## config.mk

```make
export PLATFORM = sky130hd
export DESIGN_NAME = irq_pend_ctrl
export DESIGN_NICKNAME = d
export VERILOG_FILES = /design/src/rtl/irq_pend_pkg.sv /design/src/rtl/irq_cfg_regs.sv /design/src/rtl/irq_input_sampler.sv /design/src/rtl/irq_pend_line.sv /design/src/rtl/irq_pend_ctrl.sv
export SDC_FILE = /design/constraint.sdc
export NUM_CORES = 1
export LEC_CHECK = 0
export BUFFER_PORTS_ARGS = -buffer_cell sky130_fd_sc_hd__clkbuf_2
export CAP_MARGIN = 20
export CORE_MARGIN = 5
export CORE_UTILIZATION = 48
export CTS_BUF_LIST = sky130_fd_sc_hd__clkbuf_4
export DETAILED_ROUTE_END_ITERATION = 6
export PLACE_DENSITY = 0.82
export SLEW_MARGIN = 20
export SYNTH_ARGS = -nofsm -noshare
export SYNTH_HDL_FRONTEND = slang
export SYNTH_SLANG_ARGS = --single-unit
```

## constraint.sdc

```tcl
create_clock -name clk -period 1.33 [get_ports clk]
set_clock_uncertainty 0.05 [all_clocks]
set_input_delay 0.0665 -clock clk [delete_from_list [all_inputs] [get_ports clk]]
set_output_delay 0.0665 -clock clk [all_outputs]
set_load 0.1 [all_outputs]
```

## src/rtl/irq_pend_pkg.sv

```systemverilog
package irq_pend_pkg;

    typedef enum logic {
        TRIG_LEVEL = 1'b0,
        TRIG_EDGE  = 1'b1
    } trig_mode_e;

    typedef struct packed {
        logic level;
        logic rise;
        logic fall;
    } line_ev_t;

    typedef struct packed {
        logic set;
        logic clr;
    } sw_req_t;

    function automatic logic next_latch(
        input logic       cur,
        input sw_req_t    req,
        input trig_mode_e mode,
        input line_ev_t   ev
    );
        logic hw_set;
        hw_set = (mode == TRIG_EDGE) && ev.rise;
        return (cur && !req.clr) || req.set || hw_set;
    endfunction

    function automatic logic pend_view(
        input logic       latch,
        input trig_mode_e mode,
        input logic       level
    );
        return (mode == TRIG_LEVEL) ? (latch || level) : latch;
    endfunction

endpackage

```

## src/rtl/irq_cfg_regs.sv

```systemverilog
module irq_cfg_regs
    import irq_pend_pkg::*;
#(
    parameter int N_LINES = 8
) (
    input  logic                     clk,
    input  logic                     rst,
    input  logic                     en_we,
    input  logic [N_LINES-1:0]       en_wdata,
    input  logic                     mode_we,
    input  logic [N_LINES-1:0]       mode_wdata,
    output logic [N_LINES-1:0]       en_q,
    output trig_mode_e [N_LINES-1:0] mode_q
);

    always_ff @(posedge clk) begin
        if (rst) begin
            en_q <= '0;
        end else if (en_we) begin
            en_q <= en_wdata;
        end
    end

    generate
        for (genvar i = 0; i < N_LINES; i++) begin : g_mode
            always_ff @(posedge clk) begin
                if (rst) begin
                    mode_q[i] <= TRIG_LEVEL;
                end else if (mode_we) begin
                    mode_q[i] <= trig_mode_e'(mode_wdata[i]);
                end
            end
        end
    endgenerate

    // a mode word write lands in the next cycle
    p_mode_load_r8: assert property (@(posedge clk) disable iff (rst)
        mode_we |=> (mode_q == $past(mode_wdata)));

    // an enable word write lands in the next cycle
    p_en_load_r8: assert property (@(posedge clk) disable iff (rst)
        en_we |=> (en_q == $past(en_wdata)));

endmodule

```

## src/rtl/irq_input_sampler.sv

```systemverilog
module irq_input_sampler
    import irq_pend_pkg::*;
#(
    parameter int N_LINES = 8
) (
    input  logic                   clk,
    input  logic                   rst,
    input  logic [N_LINES-1:0]     irq_in,
    output line_ev_t [N_LINES-1:0] ev
);

    logic [N_LINES-1:0] prev_q;

    always_ff @(posedge clk) begin
        if (rst) begin
            prev_q <= '0;
        end else begin
            prev_q <= irq_in;
        end
    end

    generate
        for (genvar i = 0; i < N_LINES; i++) begin : g_ev
            always_comb begin
                ev[i].level = prev_q[i];
                ev[i].rise  = irq_in[i] && !prev_q[i];
                ev[i].fall  = !irq_in[i] && prev_q[i];
            end
        end
    endgenerate

endmodule

```

## src/rtl/irq_pend_line.sv

```systemverilog
module irq_pend_line
    import irq_pend_pkg::*;
(
    input  logic       clk,
    input  logic       rst,
    input  sw_req_t    req,
    input  trig_mode_e mode,
    input  line_ev_t   ev,
    output logic       latch_q,
    output logic       pend
);

    logic latch_d;

    always_comb begin
        latch_d = next_latch(latch_q, req, mode, ev);
    end

    always_ff @(posedge clk) begin
        if (rst) begin
            latch_q <= 1'b0;
        end else begin
            latch_q <= latch_d;
        end
    end

    always_comb begin
        pend = pend_view(latch_q, mode, ev.level);
    end

    p_edge_capture_r1: assert property (@(posedge clk) disable iff (rst)
        (mode == TRIG_EDGE && ev.rise) |=> latch_q);

    p_edge_fall_hold_r3: assert property (@(posedge clk) disable iff (rst)
        (mode == TRIG_EDGE && ev.fall && !req.set && !req.clr) |=> $stable(latch_q));

    p_level_latch_keep_r4: assert property (@(posedge clk) disable iff (rst)
        (mode == TRIG_LEVEL && latch_q && !req.clr) |=> latch_q);

    p_sw_set_r5: assert property (@(posedge clk) disable iff (rst)
        req.set |=> latch_q);

    p_sw_clear_r6: assert property (@(posedge clk) disable iff (rst)
        (req.clr && !req.set && !(mode == TRIG_EDGE && ev.rise)) |=> !latch_q);

    p_set_beats_clear_r7: assert property (@(posedge clk) disable iff (rst)
        (req.clr && req.set) |=> latch_q);

    p_edge_beats_clear_r7: assert property (@(posedge clk) disable iff (rst)
        (req.clr && mode == TRIG_EDGE && ev.rise) |=> latch_q);

endmodule

```

## src/rtl/irq_pend_ctrl.sv

```systemverilog
module irq_pend_ctrl
    import irq_pend_pkg::*;
#(
    parameter int N_LINES = 8
) (
    input  logic               clk,
    input  logic               rst,
    input  logic [N_LINES-1:0] irq_in,
    input  logic               set_we,
    input  logic [N_LINES-1:0] set_mask,
    input  logic               clr_we,
    input  logic [N_LINES-1:0] clr_mask,
    input  logic               en_we,
    input  logic [N_LINES-1:0] en_wdata,
    input  logic               mode_we,
    input  logic [N_LINES-1:0] mode_wdata,
    output logic [N_LINES-1:0] pend_rdata,
    output logic [N_LINES-1:0] fwd_req,
    output logic               any_req
);

    logic [N_LINES-1:0]       en_q;
    trig_mode_e [N_LINES-1:0] mode_q;
    line_ev_t [N_LINES-1:0]   ev;
    logic [N_LINES-1:0]       latch_q;

    irq_cfg_regs #(.N_LINES(N_LINES)) u_cfg (
        .clk        (clk),
        .rst        (rst),
        .en_we      (en_we),
        .en_wdata   (en_wdata),
        .mode_we    (mode_we),
        .mode_wdata (mode_wdata),
        .en_q       (en_q),
        .mode_q     (mode_q)
    );

    irq_input_sampler #(.N_LINES(N_LINES)) u_samp (
        .clk    (clk),
        .rst    (rst),
        .irq_in (irq_in),
        .ev     (ev)
    );

    generate
        for (genvar i = 0; i < N_LINES; i++) begin : g_line
            sw_req_t req;
            always_comb begin
                req.set = set_we && set_mask[i];
                req.clr = clr_we && clr_mask[i];
            end

            irq_pend_line u_line (
                .clk     (clk),
                .rst     (rst),
                .req     (req),
                .mode    (mode_q[i]),
                .ev      (ev[i]),
                .latch_q (latch_q[i]),
                .pend    (pend_rdata[i])
            );
        end
    endgenerate

    always_comb begin
        fwd_req = pend_rdata & en_q;
        any_req = |fwd_req;
    end

    // a disabled line never forwards
    p_disabled_silent_r2: assert property (@(posedge clk) disable iff (rst)
        ((fwd_req & ~en_q) == '0));

    // the summary output agrees with the per-line requests
    p_any_matches_r2: assert property (@(posedge clk) disable iff (rst)
        (any_req == (fwd_req != '0)));

    // enable state has no say in edge capture
    p_edge_ignores_enable_r1: assert property (@(posedge clk) disable iff (rst)
        (mode_q[0] == TRIG_EDGE && ev[0].rise) |=> pend_rdata[0]);

endmodule

```

==> run metrics, run 1 <==
status=complete, but fails checks; violated checks=setup timing; Clock Sinks=32; vias in the first global route=1623; Switch Pwr=0.936 mW; Clock Latency Late Sink=0.35 ns; f_max=555 MHz; CTS Root Cell=clkbuf_4; commonest non-fill, non-tap cell in the layout=clkbuf_2; final wirelength=5610 um; io pins=63; Post-DRT Antenna Nets=0; row cnt=19; Synth Area in XOR/XNOR=0%; Pwr Density=1040 nW/um2; Die Width=63.4 um; CP Depth=5; area leader, netlist=dfxtp_1; global-route met1 utilization=29.5%; Vias=1483; crit path cell chain=nor2b_4, o21a_4, nor4_4, nand2_4, buf_12; Simple-Gate Fraction of Synth Area=23.1%; H-tree Lvls=2; R2R Path End=g_line[5].u_line.latch_q; CP max-delay cell=nor4_4; Iter 0 DRT Violations=127; max incr delay on CP=0.38 ns; Fin. Hold Viols=0; Starting Density=50.0%; P_leak=1.12 nW; GR Layer Usage met2=47.7%; Critical path buffers and inverters=1; GR Util met3=8.70%; sequential fraction of design power=42.4%; Pre-Repair DR Iteration Count=4; Seq/Total Area, Yosys=46.8%; gr usage total=27.7%; Max-cap violations=0; CP required=1.21 ns; compound-cell area share of the yosys netlist=11.7%; DPL Wire Length=2870 um; top-area cell type share of the netlist area=46.8%; Pint=1.63 mW; mux contribution to synthesized area=11.7%; Mean Syn Cell Area=9.37 um2; Rel. slew slack=57.5%; Max IR drop VDD=1.11 mV; synth warn=0; Adder-Cell Fraction of Synth Area=0%; logic gate share of total power=36.6%; flop2flop setup slack=0.44 ns; fin cells=266; CTS tree=yes; layer with the highest usage=met2; Worst Tran Pin Value=0.637 ns; # DRC=0; Min-Delay Path Class=in -> reg; Hold Startpoint=set_mask[6]; Syn Nets=192; fin. max-slew vios=0; Mapped Cells=146; top cell family by delay on the critical path=simple AND/OR/NAND/NOR gates; kind of critical path=reg -> out; R2R depth=2; Final nets=280; synth top area cells=dfxtp_1 (47%), mux2i_1 (12%), nor2b_1 (7.3%); worst path arrival time=1.69 ns; Setup violations, final=9; fin crit share=136%; Synth Register Bits=32; FF-to-FF Start=g_line[5].u_line.latch_q; switch share=36.5%; die footprint=4020 um2; largest family of logic cells by synthesized area=simple AND/OR/NAND/NOR gates; largest net degree at the start of global routing=33; routed len/inst=21.1 um; Critical Path Fanout Max=2; initial antenna violation count=0; Synth cell types=14; first-pass GRT wire length=8450 um; Place WS=-0.0118 ns; Inserted Clock Buffers=5; Bufs on Longest Clock Path=2; CORE AREA=2730 um2; Setup crit start kind=flip-flop; global route overflow=0; Ant. Diodes=0; Worst Hold Depth=3; crit path time final=1.80 ns; Worst setup EP type=output port; RSZ-0062 raised after global routing=true; most frequent cells in the layout=clkbuf_2 (45), dlygate4sd3_1 (29), buf_12 (17); Die Span Y=63.4 um; Via density=5.58; Worst-path clk slew=0.10 ns; GPL Wtd Cong=0.760; Clock power frac=21.1%; I/O Buffers=62; Post-Syn Area=1370 um2; Hold Path Sink=g_line[6].u_line.latch_q; area delta synth->final=80.6%; fillcell total=99; worst setup margin=-0.472 ns; layout cells sized above 1=49.8%; Placed Cells=227
==> kinds of logic (layout without fill, tap and decap cells) <==
| logic type | after synthesis | after routing |
|---|---|---|
| compound gates | 24 | 24 |
| buf+inv | 15 | 104 |
| flops | 32 | 32 |
| mux | 16 | 16 |
| simple gates | 59 | 59 |
==> layer usage <==
layer  wire length (um)  part of all wire (%)
met5                  0                     0
met3                426                   7.6
met1               2100                    37
met2               2830                    50
met4                261                   4.7
==> cell usage after synthesis <==
cell type,count
buf_4,8
clkbuf_1,4
nand2_1,9
nor2b_1,16
nor4_1,2
a22oi_1,8
or2_2,8
nand3b_1,8
buf_2,3
a21oi_1,8
dfxtp_1,32
nor2_1,16
o21a_1,8
mux2i_1,16
==> through the flow <==
| step | cell area (um2) | setup TNS, ns | hold WS (ns) | utilization (%) | power, mW |
|---|---|---|---|---|---|
| after floorplan | 1470 | -0.0871 | 0.0881 | - | 1.61 |
| after global placement | 2000 | 0 | 0.247 | 73.2 | 1.86 |
| after detailed placement | 2000 | -0.0118 | 0.250 | 73.2 | 1.88 |
| after CTS | 2420 | -0.660 | 0.000395 | 88.4 | 2.49 |
| after global routing | 2470 | -1.16 | 0.0199 | 90.3 | 2.65 |
| final | 2470 | -0.737 | 0.0446 | 90.3 | 2.56 |
==> area by class of cell <==
type	instances	area, um2	share of cell area [%]
Timing Repair Buffer	96	905	36.6
Multi-Input combinational cell	99	815	33.0
Sequential cell	32	661	26.7
Tap cell	31	38.8	1.57
Clock buffer	5	37.5	1.52
Clock inverter	3	13.8	0.557
==> registers in the layout, indices dropped and copies added (netlist names) <==
register,flops
u_cfg.en_q,8
g_line.u_line.latch_q,8
u_cfg.mode_q,8
u_samp.prev_q,8
==> repair_timing <==
action                     CTS  global route
hold endpoints to repair    32             1
setup buffers                1             1
pin swaps                    5             8
setup endpoints to repair   16            17
hold buffers                28             1
gates resized for setup     30            13
==> how the worst max path moves through the flow <==
| stage | start | to | slack (ns) |
|---|---|---|---|
| 6_report | u_samp.prev_q[1] | any_req | -0.47 |
| 5_1_grt | u_samp.prev_q[1] | any_req | -0.50 |
| 4_1_cts | u_samp.prev_q[1] | any_req | -0.39 |
| 3_5_place_dp | u_samp.prev_q[1] | any_req | -0.01 |
| 3_3_place_gp | u_samp.prev_q[1] | any_req | 0.003 |
| 2_1_floorplan | u_samp.prev_q[5] | any_req | -0.09 |
==> power groups by stage <==
| stage | clock network [mW] | registers [mW] | logic, mW |
|---|---|---|---|
| 5_1_grt | 0.584 | 1.09 | 0.969 |
| 6_report | 0.540 | 1.09 | 0.938 |
| 2_1_floorplan | 0 | 1.07 | 0.536 |
| 4_1_cts | 0.533 | 1.07 | 0.889 |
| 3_5_place_dp | 0 | 1.08 | 0.795 |
| 3_3_place_gp | 0 | 1.08 | 0.782 |
==> worst register-to-register path, cell delays in order (launching register included) <==
cell	delay [ns]
dfxtp_1	0.37
a22oi_1	0.22
a21oi_1	0.11
Power figures use the tool's default switching activity.
==> run 2: changes to the inputs <==
--- a/config.mk
+++ b/config.mk
@@ -11,7 +11,7 @@
 export CORE_UTILIZATION = 48
 export CTS_BUF_LIST = sky130_fd_sc_hd__clkbuf_4
 export DETAILED_ROUTE_END_ITERATION = 6
-export PLACE_DENSITY = 0.82
+export PLACE_DENSITY = 0.85
 export SLEW_MARGIN = 20
 export SYNTH_ARGS = -nofsm -noshare
 export SYNTH_HDL_FRONTEND = slang
==> run 2 against run 1 <==
  * The run still ends with setup timing left
  * Power is 7.7% higher
  * Count of clock-buffer cells in the layout increased by 1
  * Fmax is 4.8% higher
  * Sequential power is essentially flat
==> run metrics, run 2 (same netlist as run 1, synthesis figures left out) <==
status=complete, but fails checks; violated checks=setup timing; Die Span Y=63.4 um; footprint of the multi-input gates=815 um2; Post-DRT Antenna Nets=0; most frequent cells in the layout=clkbuf_2 (45), dlygate4sd3_1 (25), dfxtp_1 (18), buf_12 (17); FF+latch area=658 um2; Hold Startpoint=set_mask[3]; Setup violations, final=10; Critical Path Fanout Max=2; Fin. Hold Viols=0; final wirelength=5430 um; Clock Latency Late Sink=0.33 ns; R2R depth=2; CP Depth=5; DPL Wire Length=3050 um; Critical path buffers and inverters=1; Worst Hold Depth=3; CORE AREA=2730 um2; Critical Path End=any_req; GPL Wtd Cong=0.758; CTS Root Cell=clkbuf_4; GR Layer Usage met2=46.6%; Vias=1490; Place WS=-0.00936 ns; layer with the highest usage=met2; worst setup margin=-0.390 ns; global-route met1 utilization=24.5%; kind of critical path=reg -> out; H-tree Lvls=2; global route overflow=0; Clock Sinks=32; fin. max-slew vios=0; Inserted Clock Buffers=5; initial antenna violation count=0; commonest non-fill, non-tap cell in the layout=clkbuf_2; P_leak=1.14 nW; Bufs on Longest Clock Path=2; io pins=63; Min-Delay Path Class=in -> reg; I/O Buffers=62; Die Width=63.4 um; CP max-delay cell=dfxtp_2; Starting Density=50.0%; Rel. slew slack=57.4%; die footprint=4020 um2; row cnt=19; area delta synth->final=82.3%; R2R Path End=g_line[2].u_line.latch_q; Max-cap violations=0; Hold WS=0.0392 ns; CTS tree=yes; RSZ-0062 raised after global routing=true; CP required=1.21 ns; Iter 0 DRT Violations=124; worst path arrival time=1.60 ns; Worst Tran Pin Value=0.640 ns; routed len/inst=20.4 um; FF-to-FF Start=g_line[2].u_line.latch_q; Max IR drop VDD=1.19 mV; fillcell total=102; final setup TNS=-0.954 ns; crit path cell chain=nor2b_4, o21a_4, nor4_4, nand2_4, buf_12; Pre-Repair DR Iteration Count=5; GR Util met3=6.04%; Via density=5.60; fin crit share=129%; first-pass GRT wire length=7810 um; vias in the first global route=1631; Final nets=280; gr usage total=25.0%; max incr delay on CP=0.33 ns; Pwr Density=1110 nW/um2; total power=2.76 mW; Ant. Diodes=0; crit path time final=1.72 ns; f_max=582 MHz; Setup crit start kind=flip-flop; flop2flop setup slack=0.41 ns; Worst setup EP type=output port; layout cells sized above 1=51.1%; largest net degree at the start of global routing=33; top cell family by delay on the critical path=simple AND/OR/NAND/NOR gates; Setup crit start=u_samp.prev_q[6]; # DRC=0; Worst-path clk slew=0.11 ns
run 2: cell count changes in the layout (fill, tap and decap cells not counted):
cell / change
clkbuf_4: +1
dlygate4sd3_1: -4
buf_6: +2
buf_4: +2
dfxtp_1: +2
bufinv_16: +1
dfxtp_2: -2
clkinv_2: -1
clkinv_1: -1
run 2: how the worst min path moves through the flow:
stage,endpoint,slack [ns]
floorplan,u_samp.prev_q[2],0.09
global placement,u_samp.prev_q[5],0.25
detailed placement,u_samp.prev_q[5],0.26
CTS,g_line[0].u_line.latch_q,0.005
global route,g_line[3].u_line.latch_q,0.05
finish,g_line[3].u_line.latch_q,0.04
run 2: worst min-delay path, cell delays in order:
cell	delay, ns
clkbuf_2	0.08
a22oi_1	0.08
a21oi_1	0.15
run 2: final cells by class:
type,count,area share (%)
repair buffers,96,36.2
multi-input cells,99,32.7
flip-flops and latches,32,26.4
clock buffers,6,1.81
well taps,31,1.56
clock inverters,2,1.40
run 2: per-layer routing:
| metal | share of wire, % | up-vias |
|---|---|---|
| li1 | - | 668 |
| met1 | 33 | 711 |
| met2 | 54 | 78 |
| met3 | 5.3 | 33 |
| met4 | 7.2 | 0 |
| met5 | 0 | - |
run 2: where the power goes:
part | switching (mW) | leakage [nW] | internal, mW | total (mW)
Combinational | 0.521 | 0.823 | 0.411 | 0.932
Sequential | 0.0588 | 0.269 | 1.02 | 1.08
Clock | 0.332 | 0.0456 | 0.415 | 0.747
run 2: stage by stage:
step,instance area [um2],instances,utilization (%)
2_1_floorplan,1470,146,-
3_3_place_gp,2020,229,73.8
3_5_place_dp,2020,229,73.8
4_1_cts,2390,261,87.5
5_1_grt,2490,266,91.2
6_report,2490,266,91.2
run 2: timing repair:
item	4_1_cts	5_1_grt
endpoints found under the setup margin	14	16
gates resized for setup	22	21
hold buffers	24	1
setup buffers	2	4
pin swaps	2	10
hold endpoints to repair	31	1
